**config.mk**
```make
export PLATFORM = sky130hd
export DESIGN_NAME = doorbell_mailbox
export DESIGN_NICKNAME = d
export VERILOG_FILES = /design/src/rtl/dbmx_pkg.sv /design/src/rtl/dbmx_fifo.sv /design/src/rtl/dbmx_lane.sv /design/src/rtl/doorbell_mailbox.sv
export SDC_FILE = /design/constraint.sdc
export NUM_CORES = 2
export LEC_CHECK = 0
export ABC_AREA = 1
export BUFFER_PORTS_ARGS = -buffer_cell sky130_fd_sc_hd__buf_2
export CAP_MARGIN = 20
export CORE_MARGIN = 4
export CORE_UTILIZATION = 60
export CTS_CLUSTER_DIAMETER = 80
export DETAILED_ROUTE_END_ITERATION = 8
export PLACE_DENSITY = 0.76
export SLEW_MARGIN = 15
export SYNTH_ARGS = -nofsm -noshare
export SYNTH_HDL_FRONTEND = slang
export SYNTH_HIERARCHICAL = 1
export SYNTH_SLANG_ARGS = --single-unit
```
**constraint.sdc**
```tcl
create_clock -name clk -period 6.5 [get_ports clk]
set_clock_uncertainty 0.05 [all_clocks]
set_input_delay 1.95 -clock clk [delete_from_list [all_inputs] [get_ports clk]]
set_output_delay 1.95 -clock clk [all_outputs]
set_load 0.005 [all_outputs]
```
**src/rtl/dbmx_pkg.sv**
```systemverilog
package dbmx_pkg;
  localparam int WORD_W = 32;
  localparam int DB_TRIG = 31;
  // bits 6:0 length, 13:10 protocol, 19:16 command, 31 trigger
  localparam logic [WORD_W-1:0] DB_KEEP = 32'h800F_3C7F;
  localparam logic [WORD_W-1:0] DB_CMD_BITS = 32'h000F_0000;

  function automatic logic [WORD_W-1:0] db_scrub(input logic [WORD_W-1:0] v,
                                                 input logic [3:0] mgmt);
    logic [WORD_W-1:0] r;
    r = v & DB_KEEP;
    if (v[13:10] != mgmt) r = r & ~DB_CMD_BITS;
    return r;
  endfunction
endpackage

```
**src/rtl/dbmx_fifo.sv**
```systemverilog
module dbmx_fifo #(
  parameter int W = 33,
  parameter int DEPTH = 4,
  localparam int PW = (DEPTH > 1) ? $clog2(DEPTH) : 1,
  localparam int CW = $clog2(DEPTH + 1)
) (
  input  logic         clk,
  input  logic         rst_n,
  input  logic         push,
  input  logic [W-1:0] push_data,
  output logic         full,
  input  logic         pop,
  output logic         nonempty,
  output logic [W-1:0] head
);
  logic [W-1:0]  mem [DEPTH];
  logic [PW-1:0] wp_q, rp_q;
  logic [CW-1:0] cnt_q;
  logic          do_push, do_pop;

  assign full     = (cnt_q == CW'(DEPTH));
  assign nonempty = (cnt_q != '0);
  assign head     = mem[rp_q];
  assign do_push  = push && !full;
  assign do_pop   = pop && nonempty;

  always_ff @(posedge clk) begin
    if (do_push) mem[wp_q] <= push_data;
  end

  always_ff @(posedge clk) begin
    if (!rst_n) begin
      wp_q <= '0;
      rp_q <= '0;
      cnt_q <= '0;
    end else begin
      if (do_push) wp_q <= (wp_q == PW'(DEPTH - 1)) ? '0 : wp_q + PW'(1);
      if (do_pop)  rp_q <= (rp_q == PW'(DEPTH - 1)) ? '0 : rp_q + PW'(1);
      case ({do_push, do_pop})
        2'b10:   cnt_q <= cnt_q + CW'(1);
        2'b01:   cnt_q <= cnt_q - CW'(1);
        default: cnt_q <= cnt_q;
      endcase
    end
  end
endmodule

```
**src/rtl/dbmx_lane.sv**
```systemverilog
module dbmx_lane import dbmx_pkg::*; #(
  parameter int MSG_WORDS = 32,
  parameter int QDEPTH = 4,
  parameter logic [3:0] MGMT_PROTO = 4'd1,
  localparam int IDX_W = $clog2(MSG_WORDS),
  localparam int CNT_W = $clog2(MSG_WORDS + 1)
) (
  input  logic              clk,
  input  logic              rst_n,
  // sender register path
  input  logic              snd_wr,
  input  logic              snd_db,
  input  logic [IDX_W-1:0]  snd_idx,
  input  logic [WORD_W-1:0] snd_wdata,
  // sender stream
  input  logic              q_valid,
  output logic              q_ready,
  input  logic [WORD_W-1:0] q_data,
  input  logic              q_last,
  // receiver
  input  logic              rcv_clr,
  input  logic [IDX_W-1:0]  rcv_idx,
  output logic [WORD_W-1:0] rcv_word,
  output logic [WORD_W-1:0] db,
  output logic              busy
);
  logic [WORD_W-1:0] bank [MSG_WORDS];
  logic [WORD_W-1:0] db_q;
  logic [CNT_W-1:0]  fill_q;
  logic              busy_q;
  logic              full, h_valid, trig, pop, open;
  logic [WORD_W:0]   head;
  logic              bank_we;
  logic [IDX_W-1:0]  bank_wi;
  logic [WORD_W-1:0] bank_wd;

  dbmx_fifo #(.W(WORD_W + 1), .DEPTH(QDEPTH)) u_q (
    .clk(clk), .rst_n(rst_n),
    .push(q_valid), .push_data({q_last, q_data}), .full(full),
    .pop(pop), .nonempty(h_valid), .head(head)
  );

  assign q_ready = !full;
  assign trig    = db_q[DB_TRIG];
  assign pop     = h_valid && !trig;
  assign open    = !trig && !h_valid && (fill_q == '0);

  always_comb begin
    bank_we = 1'b0;
    bank_wi = snd_idx;
    bank_wd = snd_wdata;
    if (pop) begin
      if (!head[WORD_W] && fill_q < CNT_W'(MSG_WORDS)) begin
        bank_we = 1'b1;
        bank_wi = fill_q[IDX_W-1:0];
        bank_wd = head[WORD_W-1:0];
      end
    end else if (snd_wr && open && !snd_db) begin
      bank_we = 1'b1;
    end
  end

  for (genvar g = 0; g < MSG_WORDS; g++) begin : g_word
    always_ff @(posedge clk) begin
      if (!rst_n)                               bank[g] <= '0;
      else if (bank_we && bank_wi == IDX_W'(g)) bank[g] <= bank_wd;
    end
  end

  always_ff @(posedge clk) begin
    if (!rst_n) begin
      db_q   <= '0;
      fill_q <= '0;
      busy_q <= 1'b0;
    end else begin
      busy_q <= snd_wr && !open;
      if (pop) begin
        if (head[WORD_W]) begin
          db_q   <= db_scrub(head[WORD_W-1:0], MGMT_PROTO) | (WORD_W'(1) << DB_TRIG);
          fill_q <= '0;
        end else if (fill_q < CNT_W'(MSG_WORDS)) begin
          fill_q <= fill_q + CNT_W'(1);
        end
      end else if (snd_wr && open && snd_db) begin
        db_q <= db_scrub(snd_wdata, MGMT_PROTO);
      end
      if (rcv_clr && trig) db_q[DB_TRIG] <= 1'b0;
    end
  end

  assign rcv_word = bank[rcv_idx];
  assign db       = db_q;
  assign busy     = busy_q;
endmodule

```
**src/rtl/doorbell_mailbox.sv**
```systemverilog
module doorbell_mailbox import dbmx_pkg::*; #(
  parameter int MSG_WORDS = 32,
  parameter int QDEPTH = 4,
  parameter logic [3:0] MGMT_PROTO = 4'd1,
  localparam int ADDR_W = $clog2(MSG_WORDS) + 1
) (
  input  logic              clk,
  input  logic              rst_n,
  input  logic              a_sel,
  input  logic              a_we,
  input  logic [ADDR_W-1:0] a_addr,
  input  logic [WORD_W-1:0] a_wdata,
  output logic [WORD_W-1:0] a_rdata,
  output logic              a_busy,
  output logic              a_irq,
  input  logic              a_tx_valid,
  output logic              a_tx_ready,
  input  logic [WORD_W-1:0] a_tx_data,
  input  logic              a_tx_last,
  input  logic              b_sel,
  input  logic              b_we,
  input  logic [ADDR_W-1:0] b_addr,
  input  logic [WORD_W-1:0] b_wdata,
  output logic [WORD_W-1:0] b_rdata,
  output logic              b_busy,
  output logic              b_irq,
  input  logic              b_tx_valid,
  output logic              b_tx_ready,
  input  logic [WORD_W-1:0] b_tx_data,
  input  logic              b_tx_last
);
  localparam int IDX_W = ADDR_W - 1;
  localparam logic [ADDR_W-1:0] IN_DB  = ADDR_W'(MSG_WORDS);
  localparam logic [ADDR_W-1:0] OUT_DB = ADDR_W'(MSG_WORDS + 1);

  logic              sel [2], we [2], txv [2], txr [2], txl [2], bsy [2];
  logic [ADDR_W-1:0] addr [2];
  logic [WORD_W-1:0] wd [2], txd [2], rd [2], dbv [2], inw [2];

  assign sel[0] = a_sel;      assign sel[1] = b_sel;
  assign we[0] = a_we;        assign we[1] = b_we;
  assign addr[0] = a_addr;    assign addr[1] = b_addr;
  assign wd[0] = a_wdata;     assign wd[1] = b_wdata;
  assign txv[0] = a_tx_valid; assign txv[1] = b_tx_valid;
  assign txd[0] = a_tx_data;  assign txd[1] = b_tx_data;
  assign txl[0] = a_tx_last;  assign txl[1] = b_tx_last;
  assign a_rdata = rd[0];     assign b_rdata = rd[1];
  assign a_busy = bsy[0];     assign b_busy = bsy[1];
  assign a_tx_ready = txr[0]; assign b_tx_ready = txr[1];
  assign a_irq = dbv[1][DB_TRIG];
  assign b_irq = dbv[0][DB_TRIG];

  // lane i carries side i to side 1-i
  for (genvar i = 0; i < 2; i++) begin : g_lane
    localparam int J = 1 - i;
    logic snd_wr, snd_db, rcv_clr;
    assign snd_db  = (addr[i] == OUT_DB);
    assign snd_wr  = sel[i] && we[i] && ((addr[i] < IN_DB) || snd_db);
    assign rcv_clr = sel[J] && we[J] && (addr[J] == IN_DB) && !wd[J][DB_TRIG];

    dbmx_lane #(.MSG_WORDS(MSG_WORDS), .QDEPTH(QDEPTH), .MGMT_PROTO(MGMT_PROTO)) u_lane (
      .clk(clk), .rst_n(rst_n),
      .snd_wr(snd_wr), .snd_db(snd_db), .snd_idx(addr[i][IDX_W-1:0]), .snd_wdata(wd[i]),
      .q_valid(txv[i]), .q_ready(txr[i]), .q_data(txd[i]), .q_last(txl[i]),
      .rcv_clr(rcv_clr), .rcv_idx(addr[J][IDX_W-1:0]), .rcv_word(inw[J]),
      .db(dbv[i]), .busy(bsy[i])
    );
  end

  for (genvar k = 0; k < 2; k++) begin : g_rd
    always_comb begin
      if (addr[k] < IN_DB)        rd[k] = inw[k];
      else if (addr[k] == IN_DB)  rd[k] = dbv[1-k];
      else if (addr[k] == OUT_DB) rd[k] = dbv[k];
      else                        rd[k] = '0;
    end
  end
endmodule

```
==> out/metrics.yaml <==
layout:
  multi_input_area_um2: 34600
  final_cell_mix: "3249 x nand2_1, 2312 x edfxtp_1, 2245 x nor2_1"
  areaGrowthSynthToFinish_pct: 10.4
  seq_area_um2: 70700
  fin_area_um2: 121000
  layout-drive-gt1-share_pct: 10.3
  nFillCells: 13100
  nets: 11300
  post-route-util_pct: 66.8
  mostFrequentLayoutCell: "nand2_1"
clock_tree:
  cts_inserted_buffers: 231
  cts_setup_buffers: 0
  cts_buffer_depth: 3
  cts_tree: "built"
  htree_levels: 4
  clk_pin_slew_ps: 50
  clock_latency_ps: 890
  cts.sinks: 2376
  clock-root-buffer: "clkbuf_16"
yosys:
  ys_types: 39
  synth.area.top_cells: "edfxtp_1 63%, nand2_1 11%, nand3_1 7.8%"
  synthCells: 11300
  synth-edff-count: 2312
  synth_top_area_share_pct: 63.3
  synth-main-ff-cell: "edfxtp_1"
  synth_seq_area_share_pct: 64.4
  syn_area_um2: 110000
  async_flop_share_pct: 0
  synth_area_per_cell_um2: 9.70
  synth_largest_area_cell: "edfxtp_1"
  synth-seq-cells: 2376
  yosysWarnings: 6
worst_hold_path:
  min_path_type: "reg -> reg"
  whs_path_depth: 2
worst_setup_path:
  critPathKind: "in -> out"
  cp.arrival_ps: 4570
  crit_fanout: 31
  cp-end-kind: "output port"
  cpMostUsedCell: "nand2_1"
  path_cells: "buf_8 -> inv_8 -> buf_12 -> buf_4 -> nand3_1 -> nand3_1 -> nand2_1 -> nand2_1 -> nand2_1 -> nand2_1 -> nand2_1 -> nand2_1 -> nand3_1 -> buf_2"
  cp_slowest_cell: "nand3_1"
  start_kind: "primary input"
  critPathTopFamily: "simple AND/OR/NAND/NOR gates"
  crit_required_ps: 4500
  rr_worst_depth: 12
  crit_cells: 14
  path_buf_inv: 5
  crit_path_max_incr_delay_ps: 390
die:
  start_util_pct: 60.5
  dieArea_um2: 190000
  fp-row-count: 156
  die_w_um: 436
  die_h_um: 436
  ios: 220
  core-area_um2: 181000
timing:
  rsz0062_at_grt: "no"
  slew_headroom_pct: 21.0
  max_freq_ghz: 0.152
  setup_viol: 2
  slew_viol_final: 0
  period_needed_ps: 6570
  min_period_over_period_pct: 101
  timing.final.ws_setup_ps: -70.5
  tightest_slew_ps: 1180
  hold_violations: 0
global_route:
  grt_usage_pct: 37.6
  grt_max_degree: 98
  grt_overflow_total: 0
  grt_pass1_wl_um: 527000
  grt_pass1_vias: 80300
  grt_antenna_before_repair: 27
placement:
  port_buffers: 219
  place.gp.congestion: 1.14
  dpl-instance-area_um2: 113000
  dp_hpwl_um: 221000
run_status:
  violations: "DRC, setup timing"
  status: "finished, violations left"
pwr:
  leakagePower_nw: 48.5
  powerDensity_nw_per_um2: 351
  power_mw: 42.5
  ir_worst_vdd_v: 0.000351
job:
  cap_viol_max_count: 0
routing:
  drt-pass1-iter-count: 9
  via_count: 86600
  drt_wl_total_um: 364000
  drtIter0Drc: 14700
  ant_nets: 0
  wl_per_cell_um: 26.5
  drt-vias-per-instance: 6.30
  drc: 1
[metrics by stage]
step | cells | hold WS [ps] | setup slack (ps) | TNS [ps]
after floorplan | 11300 | 422 | 1150 | 0
after CTS | 13700 | 463 | 110 | 0
final | 13700 | 466 | -70.5 | -104
after global placement | 13300 | 438 | 96.2 | 0
after detailed placement | 13300 | 453 | 111 | 0
after global routing | 13700 | 473 | 24.2 | 0
[Yosys cell counts (62+ instances only)]
cell type,count
buf_2,337
buf_4,63
clkbuf_1,469
dfxtp_1,64
edfxtp_1,2312
inv_1,109
nand2_1,3252
nand3_1,1702
nand4_1,71
nor2_1,2253
o21ai_0,148
o21ai_1,62
o22ai_1,66
[sequential cells by signal, summed over array words and instances (netlist names), named ones only]
register,cells
g_lane.u_lane/bank,2048
g_lane.u_lane/busy,2
g_lane.u_lane/db,32
g_lane.u_lane/fill_q,12
g_lane.u_lane/u_q/cnt_q,6
g_lane.u_lane/u_q/mem,264
g_lane.u_lane/u_q/rp_q,4
g_lane.u_lane/u_q/wp_q,4
[worst reg2reg max path: cells and delay by family, from the launching register on]
family                 cells  cell delay, ps
DFF                        1             320
and+or+nand+nor            8            2890
AOI/OAI and AO/OA          2            1040
buffers and inverters      2             880
[path summary, 6_finish.rpt]
| path | startpoint | to | slack (ps) |
|---|---|---|---|
| max | b_addr[1] | b_rdata[30] | -70 |
| min reg2reg | g_lane[1].u_lane/fill_q[0]$_SDFFE_PN0P_ | g_lane[1].u_lane/fill_q[0]$_SDFFE_PN0P_ | 470 |
| min | g_lane[1].u_lane/fill_q[0]$_SDFFE_PN0P_ | g_lane[1].u_lane/fill_q[0]$_SDFFE_PN0P_ | 470 |
| max reg2reg | flip-flop | g_lane[0].u_lane/bank[19][18]$_SDFFCE_PN0P_ | 1110 |
[power by group]
group	switching (mW)	total [mW]	internal [mW]
registers	0.443	18.4	18.0
clock network	5.83	13.4	7.58
logic	8.49	10.7	2.22
[metal layers]
layer / GRT usage [%] / routed length [um]
met5: 0.227 / 233
met4: 23.9 / 28300
met3: 12.9 / 59900
met2: 52.9 / 152000
met1: 49.9 / 124000
[kinds of logic after synthesis]
family          Yosys count  share of synthesized area (%)
buf+inv                1108                           4.81
flops                  2376                           64.4
compound gates          307                           1.52
other cells               2                        0.00684
fa+ha+maj                18                          0.219
simple gates           7469                           28.6
mux                      37                          0.361
[layout make-up]
cell class,count,share of cell area [%]
clock buffers,291,5.02
flip-flops and latches,2376,58.3
multi-input cells,7863,28.6
repair buffers,574,3.99
diodes,9,0.0186
well taps,2370,2.45
inverters,125,0.416
clock inverters,139,1.17
[repair_timing]
action | CTS | global route
gates resized for setup | 0 | 2
setup endpoints to repair | 0 | 2
hold buffers | 0 | 0
Note: power is estimated with default switching activity, not from simulation.
